## src/rtl/acc_adjdiv_pkg.sv

```systemverilog
package acc_adjdiv_pkg;
    localparam int BYTE_W = 8;
    localparam int NIB_W  = 4;
    localparam logic OP_DADJ = 1'b0;
    localparam logic OP_DIV  = 1'b1;
    localparam logic [NIB_W-1:0] DIGIT_MAX = 4'd9;
endpackage

```

## src/rtl/acc_adjdiv_dadj.sv

```systemverilog
module acc_adjdiv_dadj
    import acc_adjdiv_pkg::*;
(
    input  logic [BYTE_W-1:0] acc_i,
    input  logic              cy_i,
    input  logic              ac_i,
    output logic [BYTE_W-1:0] acc_o,
    output logic              cy_o
);
    localparam int SUM_W = BYTE_W + 1;
    localparam logic [SUM_W-1:0] LO_FIX = SUM_W'(6);
    localparam logic [SUM_W-1:0] HI_FIX = SUM_W'(6) << NIB_W;

    logic [SUM_W-1:0] first_sum;
    logic [SUM_W-1:0] second_sum;
    logic             lo_need;
    logic             hi_need;

    always_comb begin
        lo_need    = ac_i || (acc_i[NIB_W-1:0] > DIGIT_MAX);
        first_sum  = {1'b0, acc_i} + (lo_need ? LO_FIX : '0);
        hi_need    = cy_i || first_sum[BYTE_W]
                     || (first_sum[BYTE_W-1:NIB_W] > DIGIT_MAX);
        second_sum = first_sum + (hi_need ? HI_FIX : '0);
        acc_o      = second_sum[BYTE_W-1:0];
        cy_o       = cy_i | second_sum[BYTE_W];
    end
endmodule

```

## src/rtl/acc_adjdiv_step.sv

```systemverilog
module acc_adjdiv_step #(
    parameter int DATA_W = 8
) (
    input  logic [DATA_W-1:0] rem_i,
    input  logic [DATA_W-1:0] quo_i,
    input  logic [DATA_W-1:0] dvsr_i,
    output logic [DATA_W-1:0] rem_o,
    output logic [DATA_W-1:0] quo_o
);
    logic [DATA_W:0]   partial;
    logic [DATA_W-1:0] diff_lo;
    logic              fits;

    always_comb begin
        partial = {rem_i, quo_i[DATA_W-1]};
        fits    = partial >= {1'b0, dvsr_i};
        diff_lo = partial[DATA_W-1:0] - dvsr_i;
        rem_o   = fits ? diff_lo : partial[DATA_W-1:0];
        quo_o   = {quo_i[DATA_W-2:0], fits};
    end
endmodule

```

## src/rtl/acc_adjdiv_unit.sv

```systemverilog
module acc_adjdiv_unit
    import acc_adjdiv_pkg::*;
#(
    parameter int DATA_W = BYTE_W
) (
    input  logic              clk,
    input  logic              rst_n,
    input  logic              start_i,
    input  logic              op_i,
    input  logic [DATA_W-1:0] acc_i,
    input  logic [DATA_W-1:0] breg_i,
    input  logic              cy_i,
    input  logic              ac_i,
    output logic [DATA_W-1:0] acc_o,
    output logic [DATA_W-1:0] breg_o,
    output logic              cy_o,
    output logic              ov_o,
    output logic              done_o
);
    localparam int CNT_W = $clog2(DATA_W + 1);

    typedef struct packed {
        logic              busy;
        logic [CNT_W-1:0]  cnt;
        logic [DATA_W-1:0] rem;
        logic [DATA_W-1:0] quo;
        logic [DATA_W-1:0] dvsr;
        logic [DATA_W-1:0] acc;
        logic [DATA_W-1:0] breg;
        logic              cy;
        logic              ov;
        logic              done;
    } unit_state_t;

    unit_state_t state_d;
    unit_state_t state_q;

    logic [DATA_W-1:0] adj_acc;
    logic              adj_cy;
    logic [DATA_W-1:0] step_rem;
    logic [DATA_W-1:0] step_quo;
    logic              busy_w;
    logic [CNT_W-1:0]  cnt_w;

    acc_adjdiv_dadj dadj_i (
        .acc_i (acc_i),
        .cy_i  (cy_i),
        .ac_i  (ac_i),
        .acc_o (adj_acc),
        .cy_o  (adj_cy)
    );

    acc_adjdiv_step #(.DATA_W(DATA_W)) step_i (
        .rem_i  (state_q.rem),
        .quo_i  (state_q.quo),
        .dvsr_i (state_q.dvsr),
        .rem_o  (step_rem),
        .quo_o  (step_quo)
    );

    always_comb begin
        state_d      = state_q;
        state_d.done = 1'b0;
        if (state_q.busy) begin
            state_d.rem = step_rem;
            state_d.quo = step_quo;
            state_d.cnt = state_q.cnt - 1'b1;
            if (state_q.cnt == CNT_W'(1)) begin
                state_d.busy = 1'b0;
                state_d.acc  = step_quo;
                state_d.breg = step_rem;
                state_d.cy   = 1'b0;
                state_d.ov   = 1'b0;
                state_d.done = 1'b1;
            end
        end else if (start_i) begin
            if (op_i == OP_DADJ) begin
                state_d.acc  = adj_acc;
                state_d.cy   = adj_cy;
                state_d.breg = breg_i;
                state_d.done = 1'b1;
            end else if (breg_i == '0) begin
                state_d.acc  = acc_i;
                state_d.breg = breg_i;
                state_d.cy   = 1'b0;
                state_d.ov   = 1'b1;
                state_d.done = 1'b1;
            end else begin
                state_d.busy = 1'b1;
                state_d.cnt  = CNT_W'(DATA_W);
                state_d.rem  = '0;
                state_d.quo  = acc_i;
                state_d.dvsr = breg_i;
            end
        end
    end

    always_ff @(posedge clk or negedge rst_n) begin
        if (!rst_n) begin
            state_q <= '0;
        end else begin
            state_q <= state_d;
        end
    end

    assign acc_o  = state_q.acc;
    assign breg_o = state_q.breg;
    assign cy_o   = state_q.cy;
    assign ov_o   = state_q.ov;
    assign done_o = state_q.done;
    assign busy_w = state_q.busy;
    assign cnt_w  = state_q.cnt;
endmodule

```

## config.mk

```make
export PLATFORM = sky130hd
export DESIGN_NAME = acc_adjdiv_unit
export DESIGN_NICKNAME = d
export VERILOG_FILES = /design/src/rtl/acc_adjdiv_pkg.sv /design/src/rtl/acc_adjdiv_dadj.sv /design/src/rtl/acc_adjdiv_step.sv /design/src/rtl/acc_adjdiv_unit.sv
export SDC_FILE = /design/constraint.sdc
export NUM_CORES = 1
export LEC_CHECK = 0
export ABC_AREA = 1
export BUFFER_PORTS_ARGS = -buffer_cell sky130_fd_sc_hd__buf_4
export CAP_MARGIN = 10
export CORE_ASPECT_RATIO = 0.5
export CORE_MARGIN = 3
export CORE_UTILIZATION = 35
export DETAILED_ROUTE_END_ITERATION = 12
export GPL_TIMING_DRIVEN = 1
export PLACE_DENSITY = 0.51
export SYNTH_ARGS = -nofsm -noshare
export SYNTH_HDL_FRONTEND = slang
export SYNTH_SLANG_ARGS = --single-unit
export TNS_END_PERCENT = 5
```

## constraint.sdc

```tcl
create_clock -name clk -period 1.88 [get_ports clk]
set_clock_uncertainty 0.15 [all_clocks]
set_input_delay 0.188 -clock clk [delete_from_list [all_inputs] [get_ports clk]]
set_output_delay 0.188 -clock clk [all_outputs]
set_load 0.01 [all_outputs]
```

==> results of run 1 <==
layout by cell type (no fill, tap or decap), types with 8 or more instances in the layout:
master and count:
buf_4 78, dfrtp_1 48, dlygate4sd3_1 8, ha_4 9
inv_1 44, inv_2 12, nand2_1 87, nand2_2 14
nand3_1 35, nor2_1 9, o211ai_1 17, o21ai_0 19
area by class of cell:
cell class                      instances  area share (%)
Clock buffer                            5           3.063
Clock inverter                          3           1.133
Inverter                               57           5.299
Multi-Input combinational cell        257           40.55
Sequential cell                        48           29.40
Tap cell                              112           3.430
Timing Repair Buffer                   89           17.12
per-layer routing:
metal | wire [µm] | track usage (%) | vias up
li1 | - | - | 1396
met1 | 4016 | 24.61 | 1308
met2 | 3694 | 29.27 | 33
met3 | 228 | 2.945 | 8
met4 | 103 | 5.531 | 0
met5 | 0 | 0 | -
stage by stage:
stage	cell area [µm²]	instances	setup slack, ns	hold WS (ns)
after detailed placement	3631	553	-0.7412	0.1029
after global routing	4085	571	-0.5595	0.03709
final	4085	571	-0.3613	0.004248
after CTS	3961	570	-0.3577	0.0004933
after global placement	3631	553	-0.6461	0.09741
after floorplan	3078	386	-0.5944	-0.2576
timing repair:
action,CTS,global route
endpoints found under the hold margin,57,0
hold buffers,8,0
resized for setup,16,26
setup endpoints to repair,22,22
pin swaps,3,15
setup buffers,1,1
flip-flops by register name, indices dropped and copies added (netlist names):
register  count
breg_o        8
busy_w        1
done_o        1
acc_o         8
ov_o          1
state_q      24
cy_o          1
cnt_w         4
critical path: stages:
cell,delay [ns]
buf_6,0.07
o21ai_2,0.05
inv_1,0.05
nor2_2,0.04
inv_2,0.07
ha_4,0.14
inv_2,0.04
fa_2,0.42
nor2_2,0.14
nand3_1,0.09
nand2_1,0.09
nand2_2,0.06
nand2_2,0.09
nand2_2,0.07
ha_4,0.17
ha_4,0.23
o211ai_1,0.15
o211ai_1,0.11
cells by family after synthesis:
logic type,synth area share [%]
buf+inv,12.75
fa+ha+maj,7.096
flops,39.60
xor+xnor,1.733
simple gates,26.86
compound gates,11.96
power by group:
group | switching (mW) | internal [mW]
registers | 0.311 | 1.56
logic | 2.39 | 2.00
clock network | 0.423 | 0.633
worst min path at each step:
stage | cells past startpoint | startpoint | to
6_report | 3 | breg_i[6] | breg_o[6]
5_1_grt | 3 | breg_i[6] | breg_o[6]
4_1_cts | 3 | breg_i[6] | breg_o[6]
3_5_place_dp | 1 | rst_n | state_q[24]
3_3_place_gp | 1 | rst_n | state_q[23]
2_1_floorplan | 0 | rst_n | acc_o[0]
==> results.cfg, run 1 <==
[drt]
num_vias = 2745
drc = 0
ant_nets = 0
viasPerCell = 4.807
first_pass_iters = 6
drt_iter0_drc = 192
drt_wl_total_um = 8043
wire_per_inst_um = 14.09

[finish]
syn2layout_area_growth_pct = 34.69
drive_gt1_share_pct = 33.33
fillers = 812
final_core_util_pct = 49.81
multi_input_area_mm2 = 0.001657
regArea_mm2 = 0.001201
nets = 496
n_antenna_cell = 0

[clocking]
numCtsBuffers = 5
root_buffer = clkbuf_16
cts_tree = built
insertion_delay_ns = 0.29
ctsHtreeMaxLevel = 2
cts_sinks = 48
path_clk_slew_ns = 0.07
clockBufferDepth = 2

[setup_path]
crit_path_start = acc_i[1]
crit_arrival_ns = 2.26
reg2regPathDepth = 14
cp-end-kind = flip-flop
reg2reg_from = state_q[34]
r2r_end = breg_o[6]
worstPathRequired_ns = 1.90
worstPathMaxFanout = 3
critPathKind = primary input to flip-flop
endpoint = acc_o[6]
cp-start-kind = primary input
ff2ff_setup_slack_ns = -0.13

[synthesis]
synth.cell_area_mm2 = 0.003033
synth_most_common_cell = nand2_1
synthCells = 386
synth_largest_area_cell = dfrtp_1
ys_types = 33
synthArstFlopShare_pct = 100.0
ys_seq_area_share_pct = 39.60
synth.avg_cell_area_um2 = 7.857
synth-edff-count = 0
synth_fp_nets = 424
yosysTopAreaCellShare_pct = 39.60
synth_area_leaders = dfrtp_1 40%, nand2_1 12%, inv_1 6.7%, nand3_1 6.6%, ha_1 5.8%
ys.flop_type = dfrtp_1
ys.warnings.count = 0
yosys-top-cells-count = 94 x nand2_1, 54 x inv_1, 48 x dfrtp_1
synth_seq_cells = 48

[grt]
grt_overflow = 0
grt_pass1_vias = 2920
gr-usage-all-layers_pct = 17.94
grt_max_degree = 49
antenna_found_initial = 0
grt_pass1_wl_um = 14060

[timing]
relSlewSlack_pct = 57.85
timing.final.crit_share_pct = 119.2
finalSetupTns_ns = -1.574
tightest_slew_ns = 0.6323
fmax_mhz = 446.2
rsz0062_at_grt = true
setup_viol = 12
fin_crit_ns = 2.241
layout_setup_ws_ns = -0.3613
finalMaxSlewViolations = 0
hold_viol = 0

[die]
die-width_um = 137.6
ioPinCount = 41
core_mm2 = 0.008202
start_util_pct = 36.98
die_y_um = 71.83
rows = 23
dieArea_mm2 = 0.009886

[place]
io_buffer_count = 40
gp_congestion = 0.8226
hpwlAfterDp_um = 5885

[run_status]
status = complete, but fails checks
violations = setup timing

[flow_run]
maxCapViolCount = 0

[power_and_ir_drop]
power_density_mw_per_mm2 = 1790
power_mw = 7.312
vdd_ir_drop_max_uv = 732.8
leakage_nw = 2.018

[worst_hold_path]
hold_class = primary input to flip-flop
(Power assumes the default switching activity.)
==> inputs of run 2 (changes only) <==
--- a/config.mk
+++ b/config.mk
@@ -5,7 +5,6 @@
 export SDC_FILE = /design/constraint.sdc
 export NUM_CORES = 1
 export LEC_CHECK = 0
-export ABC_AREA = 1
 export BUFFER_PORTS_ARGS = -buffer_cell sky130_fd_sc_hd__buf_4
 export CAP_MARGIN = 10
 export CORE_ASPECT_RATIO = 0.5
==> run 2 against run 1 <==
Net effect: largest power group unchanged; the run still ends with setup timing left; flip-flop and latch count stayed put; largest cell class unchanged; critical path type unchanged; sequential power is 3% higher; first-iteration DRC count is 31% lower.
==> results.cfg, run 2 <==
[place]
io_buffer_count = 40
post-place-ws_ns = -1.062
gp_congestion = 0.8418
hpwlAfterDp_um = 7208

[run_status]
violations = setup timing
status = complete, but fails checks

[synthesis]
synth_most_common_cell = dfrtp_1
synth.avg_cell_area_um2 = 9.110
ys_seq_area_share_pct = 37.78
synth-edff-count = 0
yosysTopAreaCellShare_pct = 37.78
synth_seq_cells = 48
synth_area_leaders = dfrtp_1 38%, ha_1 5.5%, buf_4 4.3%, nand2_1 3.5%, nor2_1 3.3%
synth_fp_nets = 387
synth_largest_area_cell = dfrtp_1
synthArstFlopShare_pct = 100.0
ys.warnings.count = 0
ys.flop_type = dfrtp_1
synth.cell_area_mm2 = 0.003179
ys_types = 57
synthCells = 349
yosys-top-cells-count = 48 x dfrtp_1, 30 x nand2_1, 28 x nor2_1

[timing]
fin_crit_ns = 2.555
fmax_mhz = 391.3
tightest_slew_ns = 0.6374
timing.final.crit_share_pct = 135.9
relSlewSlack_pct = 57.51
layout_setup_ws_ns = -0.6753
hold_viol = 0
setup_viol = 22
finalMaxSlewViolations = 0
rsz0062_at_grt = true

[die]
core_mm2 = 0.008403
die-width_um = 140.8
dieArea_mm2 = 0.01033
ioPinCount = 41
die_y_um = 73.40
rows = 23
start_util_pct = 37.84

[setup_path]
crit_arrival_ns = 2.58
worstPathRequired_ns = 1.91
critPathKind = primary input to flip-flop
cp-end-kind = flip-flop
worstPathMaxFanout = 4
cp-start-kind = primary input

[clocking]
ctsHtreeMaxLevel = 2
clockBufferDepth = 2
insertion_delay_ns = 0.29
cts_tree = built
root_buffer = clkbuf_16
numCtsBuffers = 5
cts_sinks = 48
path_clk_slew_ns = 0.07

[drt]
drt_iter0_drc = 132
wire_per_inst_um = 16.21
drt_wl_total_um = 9352
num_vias = 3063
first_pass_iters = 4
drc = 0
viasPerCell = 5.308
ant_nets = 0

[finish]
n_antenna_cell = 0
largest_reg_flops = 24
final_cell_mix = 130 x buf_4, 48 x dfrtp_1, 30 x nand2_1
syn2layout_area_growth_pct = 42.98
layout_commonest_cell = buf_4
drive_gt1_share_pct = 39.57
fillers = 814
nets = 502
top_register = state_q
final_core_util_pct = 54.09

[grt]
grt_pass1_wl_um = 16080
grt_pass1_vias = 3191
gr-usage-all-layers_pct = 19.29
antenna_found_initial = 0
grt_overflow = 0
grt_max_degree = 49

[power_and_ir_drop]
power_density_mw_per_mm2 = 1834
leakage_nw = 2.117
power_mw = 8.338
vdd_ir_drop_max_uv = 1194

[flow_run]
maxCapViolCount = 0

[worst_hold_path]
hold_class = primary input to flip-flop
run 2: critical path, cell delays in order:
cell and delay [ns]:
buf_6 0.07, o21ai_2 0.05, nand2b_1 0.11, ha_2 0.20, inv_2 0.04, fa_2 0.33, and3b_2 0.30, xnor2_2 0.15
nand2_1 0.10, a21oi_2 0.12, o21bai_1 0.09, ha_2 0.20, ha_4 0.21, mux2i_1 0.13, nor2_1 0.05, a221o_1 0.26
run 2: cell families after synthesis:
| logic type | count (synthesis) | synth area share (%) |
|---|---|---|
| XOR/XNOR | 4 | 1.102 |
| flip-flops | 48 | 37.78 |
| buffers and inverters | 53 | 8.737 |
| AND/OR/NAND/NOR | 108 | 17.47 |
| multiplexers | 17 | 5.707 |
| adder cells (fa/ha/maj) | 16 | 6.769 |
| AO/OA/AOI/OAI | 103 | 22.43 |
run 2: power by group:
| part | internal (mW) | switching (mW) | leakage (nW) |
|---|---|---|---|
| logic | 2.75 | 2.62 | 1.46 |
| clock network | 0.632 | 0.408 | 0.0804 |
| registers | 1.57 | 0.352 | 0.581 |
| total | 4.95 | 3.38 | 2.12 |
run 2: timing repair:
action,CTS,global route
resized for setup,22,6
pin swaps,22,8
cloned,0,0
hold buffers,1,0
buffers inserted,0,1
endpoints found under the hold margin,48,0
endpoints found under the setup margin,23,24
run 2: layer usage:
| metal | up-vias | global-route usage, % | wire (µm) |
|---|---|---|---|
| li1 | 1498 | - | - |
| met1 | 1511 | 26.81 | 4607 |
| met2 | 46 | 32.73 | 4369 |
| met3 | 8 | 2.406 | 295 |
| met4 | 0 | 4.189 | 80 |
| met5 | - | 0 | 0 |
run 2: through the flow:
step	instance area [µm²]	hold slack (ns)	setup TNS [ns]	std cells
after floorplan	3227	-0.2576	-5.780	349
after global placement	4238	0.09474	-12.40	567
after detailed placement	4238	0.1085	-13.47	567
after CTS	4504	0.01374	-7.502	576
after global routing	4546	0.04538	-10.41	577
final	4546	0.01721	-7.611	577
run 2: final timing paths:
| check | startpoint | to | slack [ns] | cells past startpoint |
|---|---|---|---|---|
| max | acc_i[2] | acc_o[6] | -0.68 | 16 |
| min | acc_i[0] | acc_o[0] | 0.02 | 3 |
| max reg2reg | state_q[19] | breg_o[5] | -0.46 | 8 |
| min reg2reg | state_q[26] | state_q[26] | 0.36 | 1 |
| max in group asynchronous | rst_n | state_q[19] | 0.83 | 2 |
| min in group asynchronous | rst_n | state_q[26] | 0.30 | 2 |
run 2: layout make-up:
type / instances / area (µm²) / area share [%]
flip-flops and latches: 48 / 1201 / 26.42
inverters: 22 / 82.58 / 1.817
clock inverters: 3 / 46.29 / 1.018
multi-input cells: 248 / 1848 / 40.66
well taps: 112 / 140.1 / 3.083
clock buffers: 5 / 125.1 / 2.753
repair buffers: 139 / 1102 / 24.25
==> inputs of run 3 (changes only) <==
--- a/config.mk
+++ b/config.mk
@@ -13,6 +13,7 @@
 export DETAILED_ROUTE_END_ITERATION = 12
 export GPL_TIMING_DRIVEN = 1
 export PLACE_DENSITY = 0.51
+export REMOVE_ABC_BUFFERS = 1
 export SYNTH_ARGS = -nofsm -noshare
 export SYNTH_HDL_FRONTEND = slang
 export SYNTH_SLANG_ARGS = --single-unit
==> run 3 against run 2 <==
Net effect: the flow still finishes with violations (setup timing); via count down 1.1%; total power up 2.9%; critical path depth up 1; non-clock buffer count down 6; critical path type unchanged; critical endpoint unchanged; largest cell class unchanged; highest routed layer unchanged.
==> results.cfg, run 3 (synthesized netlist as in run 2, its figures left out) <==
[setup_path]
cp-start-kind = primary input
reg2reg_from = state_q[37]
crit_arrival_ns = 2.70
endpoint = acc_o[6]
cp-end-kind = flip-flop
critPathKind = primary input to flip-flop
worstPathMaxFanout = 2
ff2ff_setup_slack_ns = -0.39
crit_top_cell = buf_6
r2r_end = breg_o[5]
cp_slowest_cell = ha_2
slowest_delay_ns = 0.30
crit_path_start = acc_i[1]
crit_chain = buf_6 > o21ai_2 > nand2b_1 > ha_2 > inv_2 > fa_2 > and3b_2 > buf_6 > buf_6 > a21oi_2 > a21oi_2 > o21a_1 > o211ai_1 > ha_2 > mux2i_1 > nor2_1 > a221o_1
worstPathRequired_ns = 1.91
reg2regPathDepth = 7

[finish]
largest_reg_flops = 24
final_cell_area_mm2 = 0.004536
final_cell_mix = 122 x buf_4, 48 x dfrtp_1, 30 x nand2_1
nets = 496
fillers = 753
syn2layout_area_growth_pct = 42.66
top_register = state_q
drive_gt1_share_pct = 40.39
n_antenna_cell = 0
layout_commonest_cell = buf_4

[drt]
wire_per_inst_um = 16.68
drt_iter0_drc = 145
first_pass_iters = 4
num_vias = 3028
ant_nets = 0
drt_wl_total_um = 9505
viasPerCell = 5.312
drc = 0

[clocking]
path_clk_slew_ns = 0.07
ctsHtreeMaxLevel = 2
cts_tree = built
insertion_delay_ns = 0.29
numCtsBuffers = 5
clockBufferDepth = 2
root_buffer = clkbuf_16
cts_sinks = 48

[grt]
grt_overflow = 0
gr-usage-all-layers_pct = 18.97
grt_max_degree = 49
antenna_found_initial = 0
grt_pass1_vias = 3126
grt_pass1_wl_um = 15560

[flow_run]
maxCapViolCount = 0

[timing]
whs_ns = 0.02600
finalMaxSlewViolations = 0
finalSetupTns_ns = -7.350
layout_setup_ws_ns = -0.7964
fin_crit_ns = 2.676
hold_viol = 0
setup_viol = 22
timing.final.crit_share_pct = 142.4
rsz0062_at_grt = true
relSlewSlack_pct = 57.87
fmax_mhz = 373.6
tightest_slew_ns = 0.6319

[power_and_ir_drop]
power_density_mw_per_mm2 = 1891
vdd_ir_drop_max_uv = 1046
leakage_nw = 2.096

[die]
die_y_um = 73.40
rows = 23
ioPinCount = 41
dieArea_mm2 = 0.01033
start_util_pct = 37.84
die-width_um = 140.8
core_mm2 = 0.008403

[place]
io_buffer_count = 40
gp_congestion = 0.8852
hpwlAfterDp_um = 7105
placed_area_mm2 = 0.004123

[run_status]
violations = setup timing
status = complete, but fails checks

[worst_hold_path]
hold_class = primary input to flip-flop
-- run 3: cell types whose count changed in the layout (fill, tap and decap cells not counted), sizes merged --
cell	previous run	this run
inv	23	22
clkinvlp	1	0
bufinv	1	2
buf	138	132
-- run 3: cell type report --
cell class                 instances  area [µm²]  area share, %
clock inverter                     2       60.06          1.324
multi-input combinational        248        1862          41.05
inverter                          22       82.58          1.821
sequential                        48        1201          26.48
tap                              112       140.1          3.090
clock buffer                       5       125.1          2.759
timing repair buffer             133        1065          23.48
-- run 3: routing by layer --
layer / up-vias / global-route usage (%) / wire length [µm]
met5: - / 0 / 0
met4: 0 / 6.337 / 203
met3: 16 / 3.576 / 392
met2: 69 / 31.14 / 4332
met1: 1460 / 25.57 / 4577
li1: 1483 / - / -
-- run 3: timing repair --
action	4_1_cts	5_1_grt
hold buffers	1	0
resized for setup	36	13
buffers inserted	4	0
setup endpoints to repair	23	23
pin swaps	22	16
endpoints found under the hold margin	48	0
cloned	0	0
-- run 3: power by group --
group | internal, mW | switching, mW | leakage, nW | total (mW)
registers | 1.57 | 0.373 | 0.581 | 1.94
logic | 2.82 | 2.66 | 1.43 | 5.48
clock network | 0.755 | 0.395 | 0.0899 | 1.15
total | 5.14 | 3.43 | 2.10 | 8.58
-- run 3: critical path: cells and delay by family --
| kind | cells | cell delay [ns] |
|---|---|---|
| buf+inv | 4 | 0.39 |
| compound gates | 6 | 0.92 |
| mux | 1 | 0.12 |
| fa+ha+maj | 3 | 0.69 |
| simple gates | 3 | 0.38 |
-- run 3: through the flow --
step	setup WS [ns]	power, mW	utilization, %	cells
floorplan	-1.084	4.457	-	318
global placement	-1.235	6.817	49.06	558
detailed placement	-1.387	6.918	49.06	558
CTS	-0.8335	8.470	53.44	570
global route	-0.9223	9.236	53.98	570
finish	-0.7964	8.577	53.98	570
-- run 3: worst min-delay path by stage --
stage / startpoint / end / cells after the start
2_1_floorplan: rst_n / acc_o[0] / 0
3_3_place_gp: rst_n / state_q[23] / 1
3_5_place_dp: rst_n / state_q[24] / 1
4_1_cts: acc_i[0] / acc_o[0] / 3
5_1_grt: acc_i[0] / acc_o[0] / 3
6_report: acc_i[0] / acc_o[0] / 3
